$ cat src/rtl/ds2_ovh_pkg.sv
package ds2_ovh_pkg;
  localparam int unsigned NUM_TRIB    = 4;
  localparam int unsigned LB_PERSIST  = 5;
  localparam int unsigned RAI_PERSIST = 4;

  typedef enum logic [1:0] {
    CPOS_FIRST  = 2'd0,
    CPOS_SECOND = 2'd1,
    CPOS_THIRD  = 2'd2,
    CPOS_UNUSED = 2'd3
  } cpos_e;
endpackage

$ cat src/rtl/ds2_persist_flag.sv
module ds2_persist_flag #(
  parameter int unsigned RUN_LEN = 5
) (
  input  logic clk,
  input  logic rst_n,
  input  logic evt,
  input  logic obs,
  output logic flag
);
  localparam int unsigned CW = (RUN_LEN > 1) ? $clog2(RUN_LEN) : 1;
  localparam logic [CW-1:0] LAST = CW'(RUN_LEN - 1);

  logic [CW-1:0] cnt_q, cnt_d;
  logic          flag_q, flag_d;

  always_comb begin
    cnt_d  = cnt_q;
    flag_d = flag_q;
    if (evt) begin
      if (obs != flag_q) begin
        if (cnt_q == LAST) begin
          flag_d = obs;
          cnt_d  = '0;
        end else begin
          cnt_d = cnt_q + 1'b1;
        end
      end else begin
        cnt_d = '0;
      end
    end
  end

  always_ff @(posedge clk or negedge rst_n) begin
    if (!rst_n) begin
      cnt_q  <= '0;
      flag_q <= 1'b0;
    end else if (evt) begin
      cnt_q  <= cnt_d;
      flag_q <= flag_d;
    end
  end

  assign flag = flag_q;

  a_r4_cnt_in_range: assert property (@(posedge clk) disable iff (!rst_n)
    cnt_q <= LAST);

  a_r6_hold_without_event: assert property (@(posedge clk) disable iff (!rst_n)
    !evt |=> (flag_q == $past(flag_q) && cnt_q == $past(cnt_q)));

  a_r10_flip_needs_full_run: assert property (@(posedge clk) disable iff (!rst_n)
    (flag_q != $past(flag_q)) |-> ($past(evt) && $past(cnt_q) == LAST));
endmodule

$ cat src/rtl/ds2_cbit_capture.sv
module ds2_cbit_capture
  import ds2_ovh_pkg::*;
(
  input  logic  clk,
  input  logic  rst_n,
  input  logic  in_frame,
  input  logic  stb,
  input  cpos_e pos,
  input  logic  val,
  output logic  frame_evt,
  output logic  req
);
  logic       c1_q, c1_d;
  logic       c2_q, c2_d;
  logic [1:0] got_q, got_d;

  always_comb begin
    c1_d  = c1_q;
    c2_d  = c2_q;
    got_d = got_q;
    if (!in_frame) begin
      got_d = 2'b00;
    end else if (stb) begin
      unique case (pos)
        CPOS_FIRST:  begin c1_d = val; got_d = 2'b01; end
        CPOS_SECOND: begin
          if (got_q == 2'b01) begin c2_d = val; got_d = 2'b11; end
          else                got_d = 2'b00;
        end
        CPOS_THIRD:  got_d = 2'b00;
        default:     got_d = got_q;
      endcase
    end
  end

  always_ff @(posedge clk or negedge rst_n) begin
    if (!rst_n) begin
      c1_q  <= 1'b0;
      c2_q  <= 1'b0;
      got_q <= 2'b00;
    end else begin
      c1_q  <= c1_d;
      c2_q  <= c2_d;
      got_q <= got_d;
    end
  end

  assign frame_evt = in_frame && stb && (pos == CPOS_THIRD) && (got_q == 2'b11);
  assign req       = (val != c1_q) && (val != c2_q);

  a_r5_capture_cleared_when_oof: assert property (@(posedge clk) disable iff (!rst_n)
    !in_frame |=> (got_q == 2'b00));
endmodule

$ cat src/rtl/ds2_ovh_alarm_mon.sv
module ds2_ovh_alarm_mon
  import ds2_ovh_pkg::*;
(
  input  logic       clk,
  input  logic       rst_n,
  input  logic       in_frame,
  input  logic       c_vld,
  input  logic [1:0] c_sub,
  input  logic [1:0] c_pos,
  input  logic       c_val,
  input  logic       x_vld,
  input  logic       x_val,
  output logic [3:0] lb_det,
  output logic       rai_det
);
  logic [NUM_TRIB-1:0] trib_evt;
  logic [NUM_TRIB-1:0] trib_req;

  for (genvar s = 0; s < NUM_TRIB; s++) begin : g_trib
    logic trib_stb;
    assign trib_stb = c_vld && (c_sub == 2'(s));

    ds2_cbit_capture u_cap (
      .clk       (clk),
      .rst_n     (rst_n),
      .in_frame  (in_frame),
      .stb       (trib_stb),
      .pos       (cpos_e'(c_pos)),
      .val       (c_val),
      .frame_evt (trib_evt[s]),
      .req       (trib_req[s])
    );

    ds2_persist_flag #(.RUN_LEN(LB_PERSIST)) u_lb (
      .clk   (clk),
      .rst_n (rst_n),
      .evt   (trib_evt[s]),
      .obs   (trib_req[s]),
      .flag  (lb_det[s])
    );

    a_r9_only_addressed_trib: assert property (@(posedge clk) disable iff (!rst_n)
      !(c_vld && c_sub == 2'(s)) |=> (lb_det[s] == $past(lb_det[s])));
  end

  logic x_evt;
  assign x_evt = x_vld && in_frame;

  ds2_persist_flag #(.RUN_LEN(RAI_PERSIST)) u_rai (
    .clk   (clk),
    .rst_n (rst_n),
    .evt   (x_evt),
    .obs   (~x_val),
    .flag  (rai_det)
  );

  a_r6_oof_freezes_flags: assert property (@(posedge clk) disable iff (!rst_n)
    !in_frame |=> (lb_det == $past(lb_det) && rai_det == $past(rai_det)));

  a_r5_unused_pos_no_effect: assert property (@(posedge clk) disable iff (!rst_n)
    (c_vld && c_pos == 2'd3) |=> (lb_det == $past(lb_det)));

  a_r8_rai_moves_only_on_x: assert property (@(posedge clk) disable iff (!rst_n)
    !x_vld |=> (rai_det == $past(rai_det)));

  a_r9_one_trib_per_cycle: assert property (@(posedge clk) disable iff (!rst_n)
    $countones(lb_det ^ $past(lb_det)) <= 1);
endmodule

$ cat config.mk
export PLATFORM = sky130hd
export DESIGN_NAME = ds2_ovh_alarm_mon
export DESIGN_NICKNAME = d
export VERILOG_FILES = /design/src/rtl/ds2_ovh_pkg.sv /design/src/rtl/ds2_persist_flag.sv /design/src/rtl/ds2_cbit_capture.sv /design/src/rtl/ds2_ovh_alarm_mon.sv
export SDC_FILE = /design/constraint.sdc
export NUM_CORES = 1
export LEC_CHECK = 0
export ABC_AREA = 1
export CORE_ASPECT_RATIO = 0.6
export CORE_MARGIN = 2
export CORE_UTILIZATION = 55
export DETAILED_ROUTE_END_ITERATION = 16
export DONT_BUFFER_PORTS = 1
export GPL_TIMING_DRIVEN = 0
export PLACE_DENSITY = 0.7
export SLEW_MARGIN = 10
export SYNTH_ARGS = -nofsm -noshare
export SYNTH_HDL_FRONTEND = slang
export SYNTH_SLANG_ARGS = --single-unit
$ cat constraint.sdc
create_clock -name clk -period 3.11 [get_ports clk]
set_input_delay 0.933 -clock clk [delete_from_list [all_inputs] [get_ports clk]]
set_output_delay 0.933 -clock clk [all_outputs]
set_load 0.03 [all_outputs]
==> results.json, run 1 <==
{
  "final-setup-viol-count": 0,
  "cp-endpoint": "g_trib[0].u_cap.got_q[0]$_DFFE_PN0P_",
  "nets": 351,
  "worstSetupPathType": "in2reg",
  "drc": 1,
  "avgViaCountPerCell": 4.949,
  "r2r_cells": 7,
  "grt_use_total": 0.2157,
  "synth_area_um2": 2207,
  "place_inst": 368,
  "die_area_um2": 4552,
  "cts_setup_buffers": 0,
  "grt_pass1_vias": 1687,
  "p_per_area_nw_per_um2": 444.1,
  "grt_max_degree": 36,
  "p_leak_uw": 0.001263,
  "tightest_slew_ps": 363.3,
  "die_width_um": 85.78,
  "syn_area_per_cell_um2": 6.876,
  "antenna_found_initial": 0,
  "cts_tree": "yes",
  "start_util": 0.5862,
  "arrival_ps": 2070,
  "min_period_over_period": 0.6046,
  "core_um2": 3765,
  "max_freq_mhz": 531.8,
  "ys_types": 19,
  "syn_nets": 344,
  "dieHeight_um": 53.07,
  "cts_buffer_depth": 2,
  "root_buffer": "clkbuf_8",
  "whs_ps": 337.3,
  "endpoint_kind": "flip-flop",
  "relSlewSlack": 0.7578,
  "ys_warn_count": 0,
  "n_fill_cell": 353,
  "ir_drop_v": 0.0002007,
  "ios": 16,
  "r2r_end": "g_trib[2].u_lb.cnt_q[2]$_DFFE_PN0P_",
  "routabilityCongestion": 0.7991,
  "instances_no_fill": 375,
  "skew_ps": 8.773,
  "final.setup.tns_ps": 0,
  "critPathLaunchType": "input port",
  "synth_area_leader_cell": "dfrtp_1",
  "netlist_top_cells_area": "dfrtp_1 40%, nand2_1 21%, inv_1 8.8%",
  "dr_total_vias": 1856,
  "overflow": 0,
  "finalWirelength_um": 4170,
  "critPathMaxFanout": 8,
  "status": "complete, but fails checks",
  "maxSlewViolCount": 0,
  "hold_violations": 0,
  "r2r-start": "g_trib[2].u_lb.cnt_q[0]$_DFFE_PN0P_",
  "first_iter_violations": 123,
  "timing.max_cap.violations": 0,
  "grt_pass1_wl_um": 7486,
  "post-route-cell-area_um2": 2354,
  "htree_levels": 2,
  "area_growth_pct": 6.633,
  "violations": "design-rule violations",
  "drive_gt1_frac": 0.07317,
  "ant_nets": 0,
  "synth_top_area_frac": 0.3968,
  "io_buffers": 0,
  "clk_pin_slew_ps": 70,
  "hpwl_um": 3080,
  "synth_cells": 321,
  "postCtsHoldBufs": 0,
  "drtPass1Iterations": 11,
  "cts_num_sinks": 35,
  "placed_area_um2": 2266,
  "cts_resized": 0,
  "ys_seq_area_frac": 0.3968,
  "wire_per_inst_um": 11.12,
  "post-route-min-period_ps": 1880,
  "numCtsBuffers": 5,
  "crit_required_ps": 3300,
  "startpoint": "c_pos[1]",
  "synth_seq_cells": 35,
  "r2r_slack_ps": 1960,
  "total_power_uw": 1045,
  "hold_class": "in2async",
  "std_cell_rows": 17,
  "rsz0062_at_grt": "false",
  "clk_latency_ps": 280,
  "antenna_cells": 0
}
## state kept, by name, summed over array words and instances (netlist names)
register            count
g_trib.u_cap.c1_q       4
g_trib.u_cap.c2_q       4
g_trib.u_cap.got_q      8
g_trib.u_lb.cnt_q      12
g_trib.u_lb.flag        4
u_rai.cnt_q             2
u_rai.flag              1
## synthesized netlist by cell type, drive strengths merged
cell and number:
a21oi 1, nor2 30, buf 7, o21ai 30, nand3 21, nand4 7, nor3 1, xnor2 1
dfrtp 35, ha 12, inv 52, nand2 124
## cell families (layout without fill, tap and decap cells)
group	Yosys count	after routing	synth area share
AOI/OAI and AO/OA	31	31	0.07199
xor gates and xnor gates	1	1	0.003969
adders and majority gates	12	12	0.06803
buffers and inverters	59	66	0.1128
DFF	35	35	0.3968
and+or+nand+nor	183	183	0.3464
## how the worst min path moves through the flow
stage	cells past startpoint	end	slack (ps)	start
3_3_place_gp	2	u_rai.cnt_q[1]$_DFFE_PN0P_	480	u_rai.cnt_q[1]$_DFFE_PN0P_
5_1_grt	0	g_trib[0].u_lb.cnt_q[2]$_DFFE_PN0P_	320	rst_n
4_1_cts	0	g_trib[3].u_cap.c2_q$_DFFE_PN0P_	330	rst_n
6_report	0	g_trib[3].u_cap.c2_q$_DFFE_PN0P_	340	rst_n
3_5_place_dp	2	u_rai.cnt_q[1]$_DFFE_PN0P_	480	u_rai.cnt_q[1]$_DFFE_PN0P_
2_1_floorplan	2	u_rai.cnt_q[1]$_DFFE_PN0P_	450	u_rai.cnt_q[1]$_DFFE_PN0P_
## where the power goes
part	internal (uW)	total, uW	switching (uW)
Clock	174	330	156
Sequential	502	548	46.1
Combinational	58.3	168	109
Total	733	1050	312
## layout make-up
| cell class | instances | area [um^2] | share of cell area |
|---|---|---|---|
| clock inverter | 1 | 5.005 | 0.002127 |
| inverter | 52 | 195.2 | 0.08293 |
| clock buffer | 6 | 82.58 | 0.03509 |
| buffer | 7 | 53.80 | 0.02286 |
| sequential | 35 | 875.8 | 0.3721 |
| multi-input combinational | 227 | 1082 | 0.4599 |
| tap | 47 | 58.81 | 0.02499 |
## stage by stage
| stage | worst slack, ps | utilization |
|---|---|---|
| after floorplan | 1248 | - |
| after global placement | 1006 | 0.6019 |
| after detailed placement | 1002 | 0.6019 |
| after CTS | 1280 | 0.6251 |
| after global routing | 1126 | 0.6251 |
| final | 1230 | 0.6251 |
## routing by layer
metal | track usage | wire, um | vias to the layer above
li1 | - | - | 999
met1 | 0.3196 | 2339 | 811
met2 | 0.3138 | 1563 | 42
met3 | 0.05304 | 235 | 4
met4 | 0.05556 | 31 | 0
met5 | 0 | 0 | -
## critical path, stage by stage
cell	delay, ps
inv_1	50
ha_1	150
buf_6	130
inv_1	100
a21oi_1	330
o21ai_0	170
o21ai_0	200
## layout by cell type, fill, tap and decap left out
master,n
inv_1,52
buf_6,1
xnor2_1,1
nor2_4,1
buf_4,5
nand3_2,2
o21ai_0,29
nor2_2,3
nand4_1,7
a21oi_1,1
nand2_1,121
nand3_1,19
clkinv_2,1
nor2_1,26
ha_1,12
o21ai_2,1
nor3_1,1
clkbuf_8,6
buf_2,1
dfrtp_1,35
nand2_2,3
(Power assumes the default switching activity.)
==> run 2, diff against run 1 <==
PLACE_DENSITY = 0.73   (was 0.7)
clock period = 1.5 ns   (was 3.11 ns; I/O delays follow)
==> run 2 against run 1 <==
Compared with the run above: wire length is 10% higher; combinational power is 120% higher; worst setup slack worse by 1100 ps; critical path type unchanged; first-iteration DRC count is 36% higher; critical path depth stayed put; cell count is 0.80% higher; clock skew hardly changed; global-route usage is 1.6 points higher; the flow still finishes with violations (design-rule violations).
==> results.json, run 2 (synthesized netlist as in run 1, its figures left out) <==
{
  "overflow": 0,
  "cts_buffer_depth": 2,
  "numCtsBuffers": 5,
  "htree_levels": 2,
  "crit_required_ps": 1710,
  "top_register": "g_trib.u_lb.cnt_q",
  "final-setup-viol-count": 0,
  "critPathTopFamily": "compound AO/OA/AOI/OAI gates",
  "pre_cts_ws_ps": -101.9,
  "die_area_um2": 4552,
  "core_um2": 3765,
  "min_to": "u_rai.flag$_DFFE_PN0P_",
  "status": "complete, but fails checks",
  "critPathLaunchType": "input port",
  "max_freq_mhz": 732.2,
  "skew_ps": 8.371,
  "reg.largest.list": "g_trib.u_lb.cnt_q (12), g_trib.u_cap.got_q (8)",
  "slowest_stage": "a21oi_1",
  "root_buffer": "clkbuf_8",
  "cts_num_sinks": 35,
  "relSlewSlack": 0.7725,
  "cp_cell_sequence": "inv_1 -> ha_1 -> buf_6 -> inv_1 -> a21oi_1 -> o21ai_0 -> o21ai_0",
  "timing.max_cap.violations": 0,
  "ios": 16,
  "finalWirelength_um": 4585,
  "drtPass1Iterations": 11,
  "wire_per_inst_um": 12.13,
  "drive_gt1_frac": 0.07553,
  "routabilityCongestion": 0.7937,
  "post-route-min-period_ps": 1366,
  "min_period_over_period": 0.9105,
  "p_leak_uw": 0.001295,
  "die_width_um": 85.78,
  "arrival_ps": 1570,
  "first_iter_violations": 167,
  "finalWorstSetupSlack_ps": 134.2,
  "r2r_cells": 7,
  "worstSetupPathType": "in2reg",
  "grt_pass1_wl_um": 7900,
  "avgViaCountPerCell": 5.063,
  "endpoint_kind": "flip-flop",
  "critPathBufInv": 3,
  "rsz0062_at_grt": "false",
  "antenna_cells": 0,
  "drc": 2,
  "hold_class": "in2reg",
  "maxSlewViolCount": 0,
  "r2r_slack_ps": 330,
  "mostFrequentLayoutCell": "nand2_1",
  "start_util": 0.5862,
  "std_cell_rows": 17,
  "dieHeight_um": 53.07,
  "ir_drop_v": 0.0007364,
  "antenna_found_initial": 0,
  "min_path_cells": 3,
  "critPathMaxFanout": 8,
  "layout_common_cells": "121 x nand2_1, 52 x inv_1, 35 x dfrtp_1",
  "ant_nets": 0,
  "p_per_area_nw_per_um2": 1045,
  "clk_latency_ps": 300,
  "largest_reg_flops": 12,
  "final.setup.tns_ps": 0,
  "r2r_end": "g_trib[1].u_lb.cnt_q[2]$_DFFE_PN0P_",
  "r2r-start": "g_trib[1].u_lb.cnt_q[0]$_DFFE_PN0P_",
  "cts_tree": "yes",
  "cts_setup_buffers": 0,
  "grt_pass1_vias": 1722,
  "io_buffers": 0,
  "cts_resized": 0,
  "hpwl_um": 3268,
  "grt_max_degree": 36,
  "clk_pin_slew_ps": 80,
  "grt_use_total": 0.2320,
  "worstHoldStart": "x_val",
  "n_fill_cell": 332,
  "dr_total_vias": 1914,
  "total_power_uw": 2538,
  "nets": 353,
  "slowest_delay_ps": 310,
  "area_growth_pct": 10.03,
  "violations": "design-rule violations",
  "hold_violations": 0,
  "tightest_slew_ps": 341.3
}
## run 2: cell types whose count changed in the layout (fill, tap and decap cells not counted), sizes merged
cell	change
clkinv	-1
buf	+1
dlygate4sd3	+1
bufinv	+2
## run 2: timing repair
| action | in CTS | in global routing |
|---|---|---|
| hold endpoints to repair | 35 | 0 |
| hold buffers | 2 | 0 |
| endpoints found under the setup margin | 0 | 0 |
## run 2: final cells by class
type	instances	area, um^2	area share
Buffer	7	53.80	0.02215
Timing Repair Buffer	2	30.03	0.01236
Tap cell	47	58.81	0.02421
Sequential cell	35	875.8	0.3606
Inverter	52	195.2	0.08037
Clock buffer	6	72.57	0.02988
Clock inverter	2	60.06	0.02473
Multi-Input combinational cell	227	1082	0.4456
## run 2: worst max path at each step
stage,startpoint,to,slack [ps],cells after the start
after global routing,c_pos[1],g_trib[0].u_cap.got_q[0]$_DFFE_PN0P_,30,7
after CTS,g_trib[0].u_lb.flag$_DFFE_PN0P_,lb_det[0],160,1
final,c_pos[1],g_trib[0].u_cap.got_q[0]$_DFFE_PN0P_,130,7
after global placement,c_pos[1],g_trib[0].u_cap.got_q[0]$_DFFE_PN0P_,-90,7
after detailed placement,c_pos[1],g_trib[0].u_cap.got_q[0]$_DFFE_PN0P_,-100,7
after floorplan,c_pos[1],g_trib[2].u_cap.got_q[0]$_DFFE_PN0P_,120,7
## run 2: metal layers
layer	up-vias	share of wire	global-route usage
met5	-	0	0
met4	0	0.010	0.07672
met3	5	0.054	0.06240
met2	42	0.42	0.3542
met1	866	0.52	0.3213
li1	1001	-	-
## run 2: stage by stage
stage | util | instance area [um^2] | hold WS, ps | std cells
after detailed placement | 0.6019 | 2266 | 155.0 | 368
after global placement | 0.6019 | 2266 | 155.0 | 368
after floorplan | - | 2207 | 154.4 | 321
final | 0.6451 | 2429 | 317.3 | 378
after global routing | 0.6451 | 2429 | 368.0 | 378
after CTS | 0.6451 | 2429 | 319.4 | 378
## run 2: worst register-to-register path, cell delays in order (launching register included)
cell,delay (ps)
dfrtp_1,390
inv_1,70
ha_1,210
o21ai_0,140
o21ai_0,100
nor2_1,110
nand2_1,50
nand2_1,50
## run 2: power breakdown
group	switching [uW]	internal, uW
Clock	363	665
Combinational	246	127
Sequential	97.9	1040
==> run 3, diff against run 2 <==
CTS_CLUSTER_SIZE = 10   (was default)
MAX_ROUTING_LAYER = met4   (was default)
==> run 3 against run 2 <==
Compared with the run above: the flow still finishes with violations (design-rule violations); flip-flop and latch count unchanged; cell count unchanged; first-iteration DRC count decreased by 2.4%; via count decreased by 0.26%; die area unchanged; non-clock buffer count unchanged; critical endpoint unchanged; largest cell class unchanged; largest power group unchanged.
==> results.json, run 3 (synthesized netlist as in run 1, its figures left out) <==
{
  "cts_setup_buffers": 0,
  "max_freq_mhz": 746.1,
  "tightest_slew_ps": 333.9,
  "grt_use_total": 0.2383,
  "avgViaCountPerCell": 5.050,
  "finalWorstSetupSlack_ps": 159.6,
  "die_width_um": 85.78,
  "hold_violations": 0,
  "p_seq_frac": 0.447,
  "internal_power_uw": 1831,
  "root_buffer": "clkbuf_8",
  "rsz0062_at_grt": "false",
  "grt_pass1_wl_um": 7907,
  "pwr-share-clk": 0.406,
  "grt.busiest_layer": "met2",
  "antenna_found_initial": 0,
  "min_period_over_period": 0.8936,
  "drc": 2,
  "drtPass1Iterations": 10,
  "critPathMaxFanout": 8,
  "die_area_um2": 4552,
  "area_growth_pct": 10.03,
  "dieHeight_um": 53.07,
  "numCtsBuffers": 5,
  "p_per_area_nw_per_um2": 1047,
  "htree_levels": 2,
  "total_power_uw": 2542,
  "instances_no_fill": 378,
  "ir_drop_v": 0.0007363,
  "cts_buffer_depth": 2,
  "grt_use_met2": 0.3542,
  "cts_num_sinks": 35,
  "hpwl_um": 3268,
  "place_inst": 368,
  "mostFrequentLayoutCell": "nand2_1",
  "crit_required_ps": 1710,
  "clk_pin_slew_ps": 80,
  "core_um2": 3765,
  "routabilityCongestion": 0.8050,
  "gr-usage-met1": 0.3223,
  "pwr-share-comb": 0.147,
  "largest_reg_flops": 12,
  "ant_nets": 0,
  "start_util": 0.5862,
  "clk_latency_ps": 300,
  "nets": 353,
  "p_leak_uw": 0.001295,
  "wire_per_inst_um": 12.11,
  "violations": "design-rule violations",
  "endpoint_kind": "flip-flop",
  "cts_tree": "yes",
  "pre_cts_ws_ps": -101.9,
  "status": "complete, but fails checks",
  "p_sw_uw": 711.0,
  "first_iter_violations": 163,
  "io_buffers": 0,
  "finalWirelength_um": 4579,
  "relSlewSlack": 0.7774,
  "final-setup-viol-count": 0,
  "ios": 16,
  "timing.max_cap.violations": 0,
  "hold_class": "in2reg",
  "grt_max_degree": 36,
  "layout_common_cells": "121 x nand2_1, 52 x inv_1, 35 x dfrtp_1",
  "top_register": "g_trib.u_lb.cnt_q",
  "maxSlewViolCount": 0,
  "grt_pass1_vias": 1723,
  "antenna_cells": 0,
  "post-route-cell-area_um2": 2429,
  "arrival_ps": 1550,
  "placed_area_um2": 2266,
  "grtUsageMet3": 0.06084,
  "post-route-min-period_ps": 1340,
  "critPathLaunchType": "input port",
  "reg.largest.list": "g_trib.u_lb.cnt_q (12), g_trib.u_cap.got_q (8)",
  "dr_total_vias": 1909,
  "skew_ps": 7.889,
  "worstSetupPathType": "in2reg",
  "swShare": 0.2797,
  "std_cell_rows": 17,
  "drive_gt1_frac": 0.07553,
  "overflow": 0
}
-- run 3: timing repair --
action	CTS	global route
endpoints found under the hold margin	35	0
hold buffers	2	0
resized for setup	0	0
endpoints found under the setup margin	0	0
-- run 3: path summary, 6_finish.rpt --
check	start	endpoint	slack, ps	cells after the start
min in group asynchronous	rst_n	g_trib[2].u_cap.got_q[1]$_DFFE_PN0P_	600	2
max in group asynchronous	rst_n	g_trib[1].u_cap.c1_q$_DFFE_PN0P_	720	2
hold reg to reg	u_rai.cnt_q[1]$_DFFE_PN0P_	u_rai.cnt_q[1]$_DFFE_PN0P_	510	2
setup reg to reg	g_trib[1].u_lb.cnt_q[0]$_DFFE_PN0P_	g_trib[1].u_lb.cnt_q[2]$_DFFE_PN0P_	330	7
hold / removal	x_val	u_rai.flag$_DFFE_PN0P_	320	3
setup / recovery	c_pos[1]	g_trib[0].u_cap.got_q[0]$_DFFE_PN0P_	160	7
-- run 3: cell type report --
class | instances | area, um^2
Buffer | 7 | 53.80
Multi-Input combinational cell | 227 | 1082
Inverter | 52 | 195.2
Fill cell | 332 | 1336
Timing Repair Buffer | 2 | 30.03
Clock buffer | 6 | 72.57
Clock inverter | 2 | 60.06
Sequential cell | 35 | 875.8
Tap cell | 47 | 58.81
-- run 3: power groups by stage --
stage | Sequential [uW] | Clock (uW) | Combinational (uW)
floorplan | 1140 | 0 | 277
global placement | 1150 | 0 | 332
detailed placement | 1150 | 0 | 340
CTS | 1140 | 1040 | 373
global route | 1150 | 1070 | 440
finish | 1140 | 1030 | 373
-- run 3: layer usage --
metal / wire, um / vias to the layer above
li1: - / 1003
met1: 2366 / 857
met2: 1906 / 43
met3: 251 / 6
met4: 55 / 0
met5: 0 / -
-- run 3: metrics by stage --
| stage | hold WS (ps) | TNS, ps | utilization |
|---|---|---|---|
| 2_1_floorplan | 154.4 | 0 | - |
| 3_3_place_gp | 155.0 | -621.5 | 0.6019 |
| 3_5_place_dp | 155.0 | -744.6 | 0.6019 |
| 4_1_cts | 319.4 | 0 | 0.6451 |
| 5_1_grt | 368.0 | 0 | 0.6451 |
| 6_report | 315.8 | 0 | 0.6451 |
-- run 3: critical path, cell delays in order --
cell     delay, ps
inv_1           60
ha_1           160
buf_6          130
inv_1          100
a21oi_1        300
o21ai_0        160
o21ai_0        190
